--- src/rtl/intc_pkg.sv ---
package intc_pkg;
  localparam int NSRC  = 11;
  localparam int CID_W = 6;
  localparam int NEXT  = 4;
  localparam int NLVL  = 2;
  localparam int VEC_W = $clog2(NSRC);

  localparam int SRC_EXT0 = 0;
  localparam int SRC_TMR0 = 1;
  localparam int SRC_EXT1 = 2;
  localparam int SRC_TMR1 = 3;
  localparam int SRC_SER  = 4;
  localparam int SRC_EXT2 = 5;
  localparam int SRC_EXT3 = 6;
  localparam int SRC_WDT  = 7;
  localparam int SRC_DIV  = 8;
  localparam int SRC_CMP  = 9;
  localparam int SRC_CID  = 10;

  typedef logic [NSRC-1:0] src_vec_t;

  // sources whose flag drops when their vector is accepted
  localparam src_vec_t AUTO_CLR = src_vec_t'((1 << SRC_TMR0) | (1 << SRC_TMR1) |
                                  (1 << SRC_SER) | (1 << SRC_EXT2) | (1 << SRC_EXT3) |
                                  (1 << SRC_DIV) | (1 << SRC_CMP));
  // sources whose request is not a flag of this table
  localparam src_vec_t NOFLAG = src_vec_t'((1 << SRC_EXT0) | (1 << SRC_EXT1) | (1 << SRC_CID));
endpackage

--- src/rtl/intc_capture.sv ---
module intc_capture
  import intc_pkg::*;
(
  input  logic             clk,
  input  logic             rst,
  input  logic [NEXT-1:0]  ext_n,
  input  logic [1:0]       tmr_ovf,
  input  logic             ser_evt,
  input  logic             div_ovf,
  input  logic             wdt_tmo,
  input  logic             wdt_clr,
  input  logic             cmp_res,
  input  logic [CID_W-1:0] cid_set,
  input  logic [CID_W-1:0] cid_clr,
  input  logic             ack_stb,
  input  logic [VEC_W-1:0] ack_idx,
  output src_vec_t         pend,
  output logic [CID_W-1:0] cid_flags
);
  logic [NEXT-1:0]  ext_q;
  logic             cmp_q;
  src_vec_t         fl;
  src_vec_t         set_v;
  src_vec_t         clr_v;
  src_vec_t         ack_1h;
  src_vec_t         lvl_v;
  logic [CID_W-1:0] cid_r;

  // input history for edge detection, captured also during reset
  always_ff @(posedge clk) begin
    ext_q <= ext_n;
    cmp_q <= cmp_res;
  end

  always_comb begin
    set_v = '0;
    set_v[SRC_TMR0] = tmr_ovf[0];
    set_v[SRC_TMR1] = tmr_ovf[1];
    set_v[SRC_SER]  = ser_evt;
    set_v[SRC_EXT2] = ext_q[2] & ~ext_n[2];
    set_v[SRC_EXT3] = ext_q[3] & ~ext_n[3];
    set_v[SRC_WDT]  = wdt_tmo;
    set_v[SRC_DIV]  = div_ovf;
    set_v[SRC_CMP]  = cmp_res & ~cmp_q;
    ack_1h = ack_stb ? (src_vec_t'(1) << ack_idx) : '0;
    clr_v  = (ack_1h & AUTO_CLR) | (src_vec_t'(wdt_clr) << SRC_WDT);
  end

  always_ff @(posedge clk) begin
    if (rst) fl <= '0;
    else     fl <= ((fl & ~clr_v) | set_v) & ~NOFLAG;
  end

  genvar g;
  generate
    for (g = 0; g < CID_W; g++) begin : g_cid
      always_ff @(posedge clk) begin
        if (rst)             cid_r[g] <= 1'b0;
        else if (cid_set[g]) cid_r[g] <= 1'b1;
        else if (cid_clr[g]) cid_r[g] <= 1'b0;
      end
      // a sub-flag survives every cycle without a software clear
      a_r12_cid_sticky: assert property (@(posedge clk) disable iff (rst)
        cid_r[g] && !cid_clr[g] |=> cid_r[g]);
    end
  endgenerate

  always_comb begin
    lvl_v = '0;
    lvl_v[SRC_EXT0] = ~ext_q[0];
    lvl_v[SRC_EXT1] = ~ext_q[1];
    lvl_v[SRC_CID]  = |cid_r;
  end

  assign pend      = (fl & ~NOFLAG) | lvl_v;
  assign cid_flags = cid_r;

  // a comparator flag rises only after a 0-to-1 change of the result
  a_r10_cmp_edge: assert property (@(posedge clk) disable iff (rst)
    $rose(fl[SRC_CMP]) |-> $past(cmp_res) && !$past(cmp_res, 2));
endmodule

--- src/rtl/intc_arbiter.sv ---
module intc_arbiter
  import intc_pkg::*;
#(
  parameter int N  = NSRC,
  parameter int IW = $clog2(N)
) (
  input  logic [N-1:0]  elig,
  input  logic [N-1:0]  hi_mask,
  output logic          win_v,
  output logic          win_hi,
  output logic [IW-1:0] win_idx
);
  logic [N-1:0]  hi_c;
  logic [N-1:0]  use_c;
  logic [IW-1:0] idx;

  assign hi_c   = elig & hi_mask;
  assign win_hi = |hi_c;
  assign use_c  = win_hi ? hi_c : elig;
  assign win_v  = |elig;

  // lowest set position wins
  always_comb begin
    idx = '0;
    for (int i = N - 1; i >= 0; i--)
      if (use_c[i]) idx = IW'(i);
  end
  assign win_idx = idx;
endmodule

--- src/rtl/intc_svc_stack.sv ---
module intc_svc_stack
  import intc_pkg::*;
(
  input  logic            clk,
  input  logic            rst,
  input  logic            ack_stb,
  input  logic            ack_hi,
  input  logic            ret,
  output logic [NLVL-1:0] ins
);
  logic [NLVL-1:0] nxt;
  logic            done;

  always_comb begin
    nxt  = ins;
    done = 1'b0;
    if (ret)
      for (int l = NLVL - 1; l >= 0; l--)
        if (!done && nxt[l]) begin
          nxt[l] = 1'b0;
          done   = 1'b1;
        end
    if (ack_stb) nxt[ack_hi ? 1 : 0] = 1'b1;
  end

  always_ff @(posedge clk) begin
    if (rst) ins <= '0;
    else     ins <= nxt;
  end

  // return releases the high level first, then the low one
  a_r6_ret_high: assert property (@(posedge clk) disable iff (rst)
    ret && !ack_stb && ins[NLVL-1] |=> !ins[NLVL-1] && ins[0] == $past(ins[0]));
  a_r6_ret_low: assert property (@(posedge clk) disable iff (rst)
    ret && !ack_stb && ins == NLVL'(1) |=> ins == '0);
endmodule

--- src/rtl/intc_two_level.sv ---
module intc_two_level
  import intc_pkg::*;
(
  input  logic        clk,
  input  logic        rst,
  input  logic [3:0]  ext_n,
  input  logic [1:0]  tmr_ovf,
  input  logic        ser_evt,
  input  logic        div_ovf,
  input  logic        wdt_tmo,
  input  logic        wdt_clr,
  input  logic        cmp_res,
  input  logic [5:0]  cid_set,
  input  logic [5:0]  cid_clr,
  input  logic [7:0]  en_main,
  input  logic [7:0]  en_ext,
  input  logic [10:0] prio,
  input  logic        irq_ack,
  input  logic        irq_ret,
  output logic        irq_req,
  output logic [3:0]  irq_vec,
  output logic [1:0]  in_svc,
  output logic [5:0]  cid_flags
);
  src_vec_t         pend;
  src_vec_t         en;
  src_vec_t         elig;
  logic             win_v;
  logic             win_hi;
  logic [VEC_W-1:0] win_idx;
  logic             can_take;
  logic             ack_stb;
  logic             unused_en;

  assign ack_stb = irq_ack & irq_req;

  intc_capture u_cap (
    .clk(clk), .rst(rst), .ext_n(ext_n), .tmr_ovf(tmr_ovf), .ser_evt(ser_evt),
    .div_ovf(div_ovf), .wdt_tmo(wdt_tmo), .wdt_clr(wdt_clr), .cmp_res(cmp_res),
    .cid_set(cid_set), .cid_clr(cid_clr), .ack_stb(ack_stb), .ack_idx(irq_vec),
    .pend(pend), .cid_flags(cid_flags)
  );

  always_comb begin
    en = '0;
    en[SRC_EXT0] = en_main[0];
    en[SRC_TMR0] = en_main[1];
    en[SRC_EXT1] = en_main[2];
    en[SRC_TMR1] = en_main[3];
    en[SRC_SER]  = en_main[4];
    en[SRC_EXT2] = en_ext[0];
    en[SRC_EXT3] = en_ext[1];
    en[SRC_DIV]  = en_ext[2];
    en[SRC_CMP]  = en_ext[3];
    en[SRC_CID]  = en_ext[4];
    en[SRC_WDT]  = en_ext[5];
  end
  assign unused_en = ^{en_main[6:5], en_ext[7:6]};
  assign elig      = pend & en & {NSRC{en_main[7]}};

  intc_arbiter #(.N(NSRC)) u_arb (
    .elig(elig), .hi_mask(prio), .win_v(win_v), .win_hi(win_hi), .win_idx(win_idx)
  );

  intc_svc_stack u_stk (
    .clk(clk), .rst(rst), .ack_stb(ack_stb), .ack_hi(prio[irq_vec]),
    .ret(irq_ret), .ins(in_svc)
  );

  // strictly above the highest level in service
  assign can_take = win_v && (win_hi ? !in_svc[1] : (in_svc == 2'b00));

  always_ff @(posedge clk) begin
    if (rst) begin
      irq_req <= 1'b0;
      irq_vec <= '0;
    end else if (ack_stb) begin
      irq_req <= 1'b0;
    end else begin
      irq_req <= can_take;
      irq_vec <= win_idx;
    end
  end

  // global enable low blocks the next offer
  a_r1_global_off: assert property (@(posedge clk) disable iff (rst)
    !$past(en_main[7]) |-> !irq_req);
  // nothing is offered while a high-level handler runs
  a_r5_no_req_under_high: assert property (@(posedge clk) disable iff (rst)
    in_svc[1] |-> !irq_req);
  // an accepted acknowledge withdraws the request
  a_r7_ack_drops: assert property (@(posedge clk) disable iff (rst)
    irq_ack && irq_req |=> !irq_req);
  // acknowledge marks a level in service
  a_r5_ack_marks: assert property (@(posedge clk) disable iff (rst)
    irq_ack && irq_req && !irq_ret |=> in_svc != 2'b00);
endmodule

--- config.mk ---
export PLATFORM = sky130hd
export DESIGN_NAME = intc_two_level
export DESIGN_NICKNAME = d
export VERILOG_FILES = /design/src/rtl/intc_pkg.sv /design/src/rtl/intc_capture.sv /design/src/rtl/intc_arbiter.sv /design/src/rtl/intc_svc_stack.sv /design/src/rtl/intc_two_level.sv
export SDC_FILE = /design/constraint.sdc
export NUM_CORES = 1
export LEC_CHECK = 0
export BUFFER_PORTS_ARGS = -buffer_cell sky130_fd_sc_hd__buf_2
export CAP_MARGIN = 10
export CORE_ASPECT_RATIO = 1.75
export CORE_MARGIN = 3
export CORE_UTILIZATION = 50
export CTS_CLUSTER_DIAMETER = 150
export CTS_CLUSTER_SIZE = 30
export DETAILED_ROUTE_END_ITERATION = 10
export PLACE_DENSITY = 0.9
export SKIP_LAST_GASP = 1
export SLEW_MARGIN = 20
export SYNTH_ARGS = -nofsm -noshare
export SYNTH_HDL_FRONTEND = slang
export SYNTH_HIERARCHICAL = 1
export SYNTH_SLANG_ARGS = --single-unit
--- constraint.sdc ---
create_clock -name clk -period 5.95 [get_ports clk]
set_clock_uncertainty 0.05 [all_clocks]
set_input_delay 0.2975 -clock clk [delete_from_list [all_inputs] [get_ports clk]]
set_output_delay 0.2975 -clock clk [all_outputs]
set_load 0.01 [all_outputs]
### Yosys cells after proc, flatten, opt, wreduce, memory -nomap -nowiden

Index checks and enable logic that the tools add are counted.

* flip-flop bits (word level): 26
* input bits: 54
* word-level logic and storage cells: 86

* order comparisons: 3
* shift operators: 1
* mux-type cells: 36
* bitwise gates (word level): 18
* reduce and logical (&&, ||, !) cells: 16

Operator list (number)
* 2-to-1 mux 4 bit: 11
* AND 11 bit: 3
* greater-or-equal comparator 32 x 1 -> 1 bit, second input constant: 1
* < comparator 32 x 3 -> 1 bit, second input constant: 1
* OR reduction 11 bit: 2
* 2-to-1 mux 1 bit: 19
* nonzero test 2 bit: 6
* 2-to-1 mux 11 bit: 1
* bitwise OR 10 x 11 -> 11 bit: 1
* AND 10 bit: 1
* 2-to-1 mux 10 bit: 1
* inverter 10 bit: 1
* bitwise OR 10 bit: 1
* bitwise OR 10 x 8 -> 10 bit: 1
* left shift 1 x 4 -> 10 bit, first input constant: 1
* OR reduction 6 bit: 1
* < comparator 4 x 5 -> 1 bit, second input constant: 1
* inverter 1 bit: 5
* AND 1 bit: 4
* binary-select mux 1 bit (select 4 bit): 1
* 2-to-1 mux 2 bit: 2
* logical AND 1 bit: 3
* logical NOT 1 bit: 2
* logical NOT 2 bit: 1
* 3 further kinds: 3

### Logic depth before layout (Yosys ltp)

Gate-level depths: netlist of run 1.

* depth in word-level cells: 18
* depth in mapped cells: 11
* depth with buffers taken out: 11

### Modules after synthesis

Netlist of run 1, hierarchy kept.

Modules (own cells, without submodules)
* intc_capture: instances 1, cells an instance 73, area each 639.4 um^2, sequential area each 380.4 um^2
* intc_arbiter: instances 1, cells an instance 52, area each 370.4 um^2, sequential area each 0.0 um^2
* intc_two_level: instances 1, cells an instance 42, area each 352.8 um^2, sequential area each 100.1 um^2
* intc_svc_stack: instances 1, cells an instance 9, area each 80.1 um^2, sequential area each 40.0 um^2

### Worst setup path before layout of run 1

Ideal clock, no wire load.

* path type: flip-flop to flip-flop
* start: register u_cap.cid_r[3], in the netlist u_cap/cid_flags[3]
* end: register irq_vec[1]
* library setup time: 0.070 ns
* arrival: 2.021 ns
* data required time: 5.830 ns
* slack: 3.809 ns
* stages on the path, launching flop included: 12
* buffers on the path: 0
* period minus slack after synthesis: 2.141 ns
* cell sequence: dfxtp_1 > nor4_1 > nand2_1 > and3_1 > a22oi_2 > nand4_4 > nor2_4 > o21ai_1 > and3_4 > a211oi_2 > nand2_1 > a21oi_1

* longest elaborated chain between the ends: 18

Ends and longest elaborated chain
* start: declaration: RTL line intc_capture.sv:27 `logic [CID_W-1:0] cid_r;`
* start signal: indexed assignment: RTL line intc_capture.sv:58 `if (rst) cid_r[g] <= 1'b0;`
* start signal: indexed assignment: RTL line intc_capture.sv:59 `else if (cid_set[g]) cid_r[g] <= 1'b1;`
* start signal: indexed assignment: RTL line intc_capture.sv:60 `else if (cid_clr[g]) cid_r[g] <= 1'b0;`
* OR reduction 6 bit (*): RTL line intc_capture.sv:72 `lvl_v[SRC_CID] = |cid_r;`
* bitwise OR 10 x 11 -> 11 bit (*): RTL line intc_capture.sv:75 `assign pend = (fl & ~NOFLAG) | lvl_v;`
* named net pend[10]: RTL line intc_two_level.sv:25 `src_vec_t pend;`
* AND 11 bit (*) (2 in a row): RTL line intc_two_level.sv:59 `assign elig = pend & en & {NSRC{en_main[7]}};`
* named net elig[10]: RTL line intc_two_level.sv:27 `src_vec_t elig;`
* AND 11 bit: RTL line intc_arbiter.sv:17 `assign hi_c = elig & hi_mask;`
* OR reduction 11 bit: RTL line intc_arbiter.sv:18 `assign win_hi = |hi_c;`
* 2-to-1 mux 11 bit (*): RTL line intc_arbiter.sv:19 `assign use_c = win_hi ? hi_c : elig;`
* 2-to-1 mux 4 bit (10 in a row): RTL line intc_arbiter.sv:26 `if (use_c[i]) idx = IW'(i);`
* 2-to-1 mux 4 bit (*): RTL line intc_arbiter.sv:26
* named net win_idx[1]: RTL line intc_two_level.sv:30 `logic [VEC_W-1:0] win_idx;`
* end signal: assignment: RTL line intc_two_level.sv:81 `irq_vec <= win_idx;`
* end: declaration: RTL line intc_two_level.sv:21 `output logic [3:0] irq_vec,`

Mark *: on every way through the listed nets, which the timed path passes. The rest lies on a longest branch.
A chain may end at the register's enable or synchronous reset.

### Worst setup path after layout of run 1

* start: register u_cap.cid_r[3], in the netlist u_cap/cid_flags[3]
* end: register irq_vec[0]

* longest elaborated chain between the ends: 17

Ends and longest elaborated chain (RTL line)
* OR reduction 6 bit (*): intc_capture.sv:72
* bitwise OR 10 x 11 -> 11 bit (*): intc_capture.sv:75
* named net pend[10]: intc_two_level.sv:25
* AND 11 bit (*) (2 in a row): intc_two_level.sv:59
* named net elig[10]: intc_two_level.sv:27
* AND 11 bit (*): intc_arbiter.sv:17
* OR reduction 11 bit (*): intc_arbiter.sv:18
* 2-to-1 mux 11 bit (*): intc_arbiter.sv:19
* 2-to-1 mux 4 bit (9 in a row): intc_arbiter.sv:26
* 2-to-1 mux 4 bit (*): intc_arbiter.sv:26
* named net win_idx[0]: intc_two_level.sv:30

Marked as above.

==> impl_metrics.tcl, run 1 <==
set metrics [dict create \
    holdCritPathClass "input pin to flop" \
    utilization_pct 68.0 \
    area_growth_pct 28.3 \
    rsz0062_at_grt "no" \
    crit_chain "nor4_1, nand2_1, and3_1, a22oi_2, nand4_4, nor2_4, o21ai_1, a21bo_1, a31oi_1, nand2_1, a21oi_1" \
    path_common_cell "nand2_1" \
    grt_pass1_wl_um 6860 \
    path_class "flop to flop" \
    cts_root_buf "clkbuf_8" \
    clockBufferDepth 2 \
    fill_cells 239 \
    start_util_pct 53.0 \
    setup_tns_ps 0 \
    core-area_um2 2720 \
    finalMaxSlewViolations 0 \
    critPathMaxStageDelay_ps 330 \
    cts_hold_buf 0 \
    die_area_um2 3590 \
    fin_ws_ps 3520 \
    final_hold_viol_count 0 \
    reg2reg_slack_ps 3520 \
    antenna_found_initial 0 \
    synth_cells 176 \
    synth_nets 230 \
    diodes 0 \
    cap_violations 0 \
    start_kind "flop" \
    worst-path-buf-inv 0 \
    grt_pass1_vias 1717 \
    drt-total-wl_um 4200 \
    min_period_over_period_pct 40.8 \
    max-vdd-ir-drop_mv 0.199 \
    final_area_um2 1850 \
    yosysWarnings 6 \
    io_buffers 62 \
    hpwlAfterDp_um 3320 \
    syn-cell-area_um2 1440 \
    synth-edff-count 0 \
    ant_nets 0 \
    path_clk_slew_ps 90 \
    ctsResizeCount 0 \
    grt_max_degree 23 \
    rows 25 \
    htreeDepth 1 \
    min_period_ps 2430 \
    ios 67 \
    fin_nets 295 \
    drt_first_pass_iters 4 \
    crit_family "simple AND/OR/NAND/NOR gates" \
    endpoint_kind "flop" \
    place_congestion 0.881 \
    die_w_um 46.6 \
    routed_via_density 5.99 \
    clkSinkCount 26 \
    final-setup-viol-count 0 \
    grt-ovfl-total 0 \
    arrival_ps 2580 \
    wl_per_cell_um 15.7 \
    ys_types 38 \
    tritoncts "built" \
    cts_buffers 3 \
    die_h_um 77.1 \
    worst_slew_pin_slew_ps 621 \
    post_cts.repair.setup_buffers 0 \
    drc 0 \
    slew_headroom_pct 58.6 \
    cp_max_fo 9 \
    fmax_mhz 412 \
    power_density_nw_per_um2 235 \
    outcome "finished clean" \
    drtIter0Drc 57 \
    ys_seq_elements 26 \
    clock_latency_ps 270 \
    async_reset_ff_share_pct 0 \
    place_area_um2 1780 \
    synth-seq-area-share_pct 36.1 \
    cp_data_required_time_ps 6100 \
    via_count 1600 \
    dpl_worst_slack_ps 3580 \
    synth.avg_cell_area_um2 8.20 \
    leakage_nw 0.884 \
    synthFlopType "dfxtp_1" \
    grt_usage_pct 25.6 \
    cp_slowest_cell "dfxtp_1" \
    drive_above_1_share_pct 32.1 \
]
-- layer usage --
metal  share of wire (%)  up-vias  track usage [%]
met1                  34      737             24.5
met4                 4.4        0             14.2
met5                   0        -                0
met3                 5.7       18             4.23
li1                    -      770                -
met2                  55       75             46.5
-- worst paths after layout --
| path | from | to | cells after the start |
|---|---|---|---|
| worst max-delay path | u_cap/cid_flags[3] | irq_vec[0] | 11 |
| worst min-delay path | ext_n[1] | u_cap/ext_q[1] | 1 |
| worst max register to register | u_cap/cid_flags[3] | irq_vec[0] | 11 |
| worst min register to register | u_cap/ext_q[3] | u_cap/fl[6] | 2 |
-- cell families after synthesis --
| family | after synthesis | share of synthesized area, % |
|---|---|---|
| AO/OA/AOI/OAI | 52 | 23.6 |
| buffers and inverters | 17 | 4.42 |
| flip-flops | 26 | 36.1 |
| multiplexers | 4 | 5.03 |
| AND/OR/NAND/NOR | 77 | 30.9 |
-- worst reg2reg max path: cells and delay by family, from the launching register on --
family | cells | cell delay (ps)
DFF | 1 | 330
AOI/OAI and AO/OA | 5 | 930
and+or+nand+nor | 6 | 1060
-- layout by cell type (no fill, tap or decap), types with 2 or more instances in the layout --
| master | n |
|---|---|
| nand3b_1 | 7 |
| nand2_1 | 18 |
| o21ai_0 | 10 |
| nor2b_1 | 2 |
| o21ai_1 | 5 |
| nor3_1 | 3 |
| nor2_1 | 10 |
| mux2i_1 | 2 |
| o21bai_1 | 2 |
| inv_1 | 15 |
| clkbuf_8 | 3 |
| buf_2 | 62 |
| nand2b_1 | 7 |
| a22oi_2 | 4 |
| o211ai_1 | 2 |
| mux4_1 | 2 |
| nor4_1 | 5 |
| nand3_1 | 6 |
| dfxtp_1 | 26 |
| and3_1 | 11 |
| a21oi_1 | 19 |
-- state kept, by name, indices dropped and copies added (netlist names) --
register         count
u_cap/cmp_q          1
u_stk/ins            2
irq_vec              4
u_cap/fl             8
u_cap/cid_flags      6
u_cap/ext_q          4
irq_req              1
-- per-stage QoR --
stage                     total power [mW]  instances  hold slack (ps)
after floorplan                      0.253        176              275
final                                0.435        267             81.8
after CTS                            0.435        267             81.9
after global placement               0.291        263              351
after global routing                 0.456        267             78.3
after detailed placement             0.295        263              354
-- power by group --
| part | total, mW | internal, mW | switching, mW |
|---|---|---|---|
| clock network | 0.143 | 0.0899 | 0.0530 |
| registers | 0.199 | 0.186 | 0.0132 |
| logic | 0.0929 | 0.0435 | 0.0494 |
-- synth_stat cells, drive strengths merged, types with 3 or more instances --
library cell | number | share of area [%]
nand2 | 18 | 4.7
a22oi | 4 | 3.5
o21ai | 16 | 5.8
a21oi | 20 | 7.2
and3 | 12 | 5.6
inv | 15 | 3.9
nand3 | 6 | 2.1
nor3 | 3 | 1.0
nor4 | 5 | 2.2
nand3b | 7 | 3.6
nand2b | 7 | 3.0
dfxtp | 26 | 36
nor2 | 11 | 3.4
-- layout make-up --
| class | count | area, um2 | area share (%) |
|---|---|---|---|
| Inverter | 15 | 56.3 | 3.04 |
| Tap cell | 27 | 33.8 | 1.83 |
| Clock inverter | 1 | 30.0 | 1.62 |
| Multi-Input combinational cell | 133 | 858 | 46.4 |
| Timing Repair Buffer | 62 | 310 | 16.8 |
| Sequential cell | 26 | 520 | 28.1 |
| Clock buffer | 3 | 41.3 | 2.23 |
Note: power is estimated with default switching activity, not from simulation.
==> inputs of run 2 (changes only) <==
CORE_UTILIZATION = 42   (was 50)
PLACE_DENSITY = 0.81   (was 0.9)
clock period = 2 ns   (was 5.95 ns; I/O delays follow)
==> run 2 against run 1 <==
Against the previous run:
- the run now ends with setup timing left
- register-to-register slack worse by 3800 ps
- critical path type unchanged
- sequential share of layout area decreased by 5.0 points
- largest cell class unchanged
- routed wire length is 17% higher
- cell count grew 22%
==> impl_metrics.tcl, run 2 (synthesized netlist as in run 1, its figures left out) <==
set metrics [dict create \
    fill_cells 260 \
    slew_headroom_pct 69.3 \
    clkSinkCount 26 \
    start_util_pct 45.0 \
    die_area_um2 4200 \
    final_hold_viol_count 0 \
    grt_max_degree 23 \
    worst_slew_pin_slew_ps 457 \
    rsz0062_at_grt "yes" \
    drt-total-wl_um 4930 \
    die_h_um 83.5 \
    power_density_nw_per_um2 581 \
    cts_buffers 3 \
    routed_via_density 5.56 \
    fin_ws_ps -307 \
    rr_endpoint "irq_vec[1]" \
    grt-ovfl-total 0 \
    ant_nets 0 \
    endpoint_kind "flop" \
    arrival_ps 2410 \
    fmax_mhz 434 \
    min_period_ps 2310 \
    stdcell_count 326 \
    area_growth_pct 56.9 \
    rows 27 \
    tritoncts "built" \
    largest_reg_flops 8 \
    io_buffers 62 \
    place_congestion 0.983 \
    total_power_mw 1.31 \
    htreeDepth 1 \
    startpoint "u_cap/cid_flags[0]" \
    ios 67 \
    clockBufferDepth 2 \
    cts_root_buf "clkbuf_8" \
    outcome "finished, violations left" \
    final_area_um2 2260 \
    drc 0 \
    start_kind "flop" \
    reg2reg_slack_ps -310 \
    die_w_um 50.3 \
    critPathMaxStageDelay_ps 340 \
    clock_latency_ps 270 \
    holdCritPathClass "input pin to flop" \
    final_cell_mix "buf_2 (62), buf_4 (28), dfxtp_1 (24)" \
    via_count 1812 \
    worstSetupEndpoint "irq_vec[1]" \
    cp_max_fo 5 \
    drive_above_1_share_pct 41.0 \
    antenna_found_initial 0 \
    place_area_um2 2000 \
    leakage_nw 1.09 \
    grt_pass1_wl_um 7920 \
    rr_worst_depth 12 \
    cp_slowest_cell "dfxtp_2" \
    hpwlAfterDp_um 3550 \
    utilization_pct 70.5 \
    fin_nets 338 \
    crit_chain "nor4_4, nand2_1, and3_4, a22oi_2, nand4_4, buf_4, o21bai_1, a21oi_1, nor3b_2, a211oi_2, nand2_1, a21oi_1" \
    path_clk_slew_ps 90 \
    cap_violations 0 \
    finalMaxSlewViolations 0 \
    max-vdd-ir-drop_mv 0.491 \
    top_register "u_cap/fl" \
    drtIter0Drc 79 \
    drt_first_pass_iters 4 \
    path_class "flop to flop" \
    r2r-start "u_cap/cid_flags[0]" \
    wl_per_cell_um 15.1 \
    final_common_cell "buf_2" \
    violations "setup timing" \
    grt_pass1_vias 1922 \
    diodes 0 \
    grt_usage_pct 23.9 \
    placed_cells 304 \
    final-setup-viol-count 5 \
    min_period_over_period_pct 115 \
    core-area_um2 3210 \
    cp_data_required_time_ps 2100 \
]
[run 2: changes by cell type in the layout (fill, tap and decap cells not counted), sizes merged]
cell,before,now
nor2,11,12
clkbuf,3,4
buf,62,92
bufinv,1,0
dlygate4sd3,0,12
[run 2: layout make-up]
| class | count | area (um2) | area share, % |
|---|---|---|---|
| clock buffers | 4 | 55.1 | 2.43 |
| inverters | 15 | 56.3 | 2.49 |
| multi-input cells | 134 | 912 | 40.3 |
| flip-flops and latches | 26 | 523 | 23.1 |
| well taps | 43 | 53.8 | 2.38 |
| repair buffers | 104 | 663 | 29.3 |
[run 2: repair_timing]
action,in CTS,in global routing
setup buffers,4,1
hold buffers,12,0
endpoints found under the setup margin,4,5
gates cloned,1,0
pin swaps,5,3
gates resized for setup,6,3
endpoints found under the hold margin,12,0
[run 2: worst min-delay path by stage]
stage / startpoint / endpoint / depth (start not counted)
after detailed placement: ext_n[1] / u_cap/ext_q[1] / 1
after global routing: tmr_ovf[0] / u_cap/fl[1] / 3
final: tmr_ovf[0] / u_cap/fl[1] / 3
after CTS: tmr_ovf[0] / u_cap/fl[1] / 3
after floorplan: cmp_res / u_cap/cmp_q / 0
after global placement: ext_n[1] / u_cap/ext_q[1] / 1
[run 2: worst max-delay path, delay by kind of cell (launching register included)]
family / cells / cell delay (ps)
flip-flops: 1 / 340
AND/OR/NAND/NOR: 6 / 990
buffers and inverters: 1 / 180
AO/OA/AOI/OAI: 5 / 610
[run 2: stage by stage]
stage,worst slack (ps),TNS [ps],hold slack [ps]
after global routing,-386,-1650,17.6
after detailed placement,-200,-584,154
after CTS,-125,-502,5.93
after global placement,-124,-379,153
after floorplan,-42.4,-82.4,77.7
final,-307,-1040,8.19
[run 2: routing by layer]
| metal | vias to the layer above | wire length (um) | GRT usage (%) |
|---|---|---|---|
| met5 | - | 0 | 0 |
| met4 | 0 | 229 | 14.5 |
| met3 | 26 | 321 | 3.94 |
| met2 | 93 | 2680 | 45.6 |
| met1 | 834 | 1690 | 22.4 |
| li1 | 859 | - | - |
[run 2: power breakdown]
group | internal, mW | total (mW) | switching, mW | leakage [nW]
combinational | 0.202 | 0.389 | 0.187 | 0.841
sequential | 0.555 | 0.584 | 0.0296 | 0.217
clock | 0.176 | 0.342 | 0.166 | 0.0288
total | 0.932 | 1.31 | 0.383 | 1.09
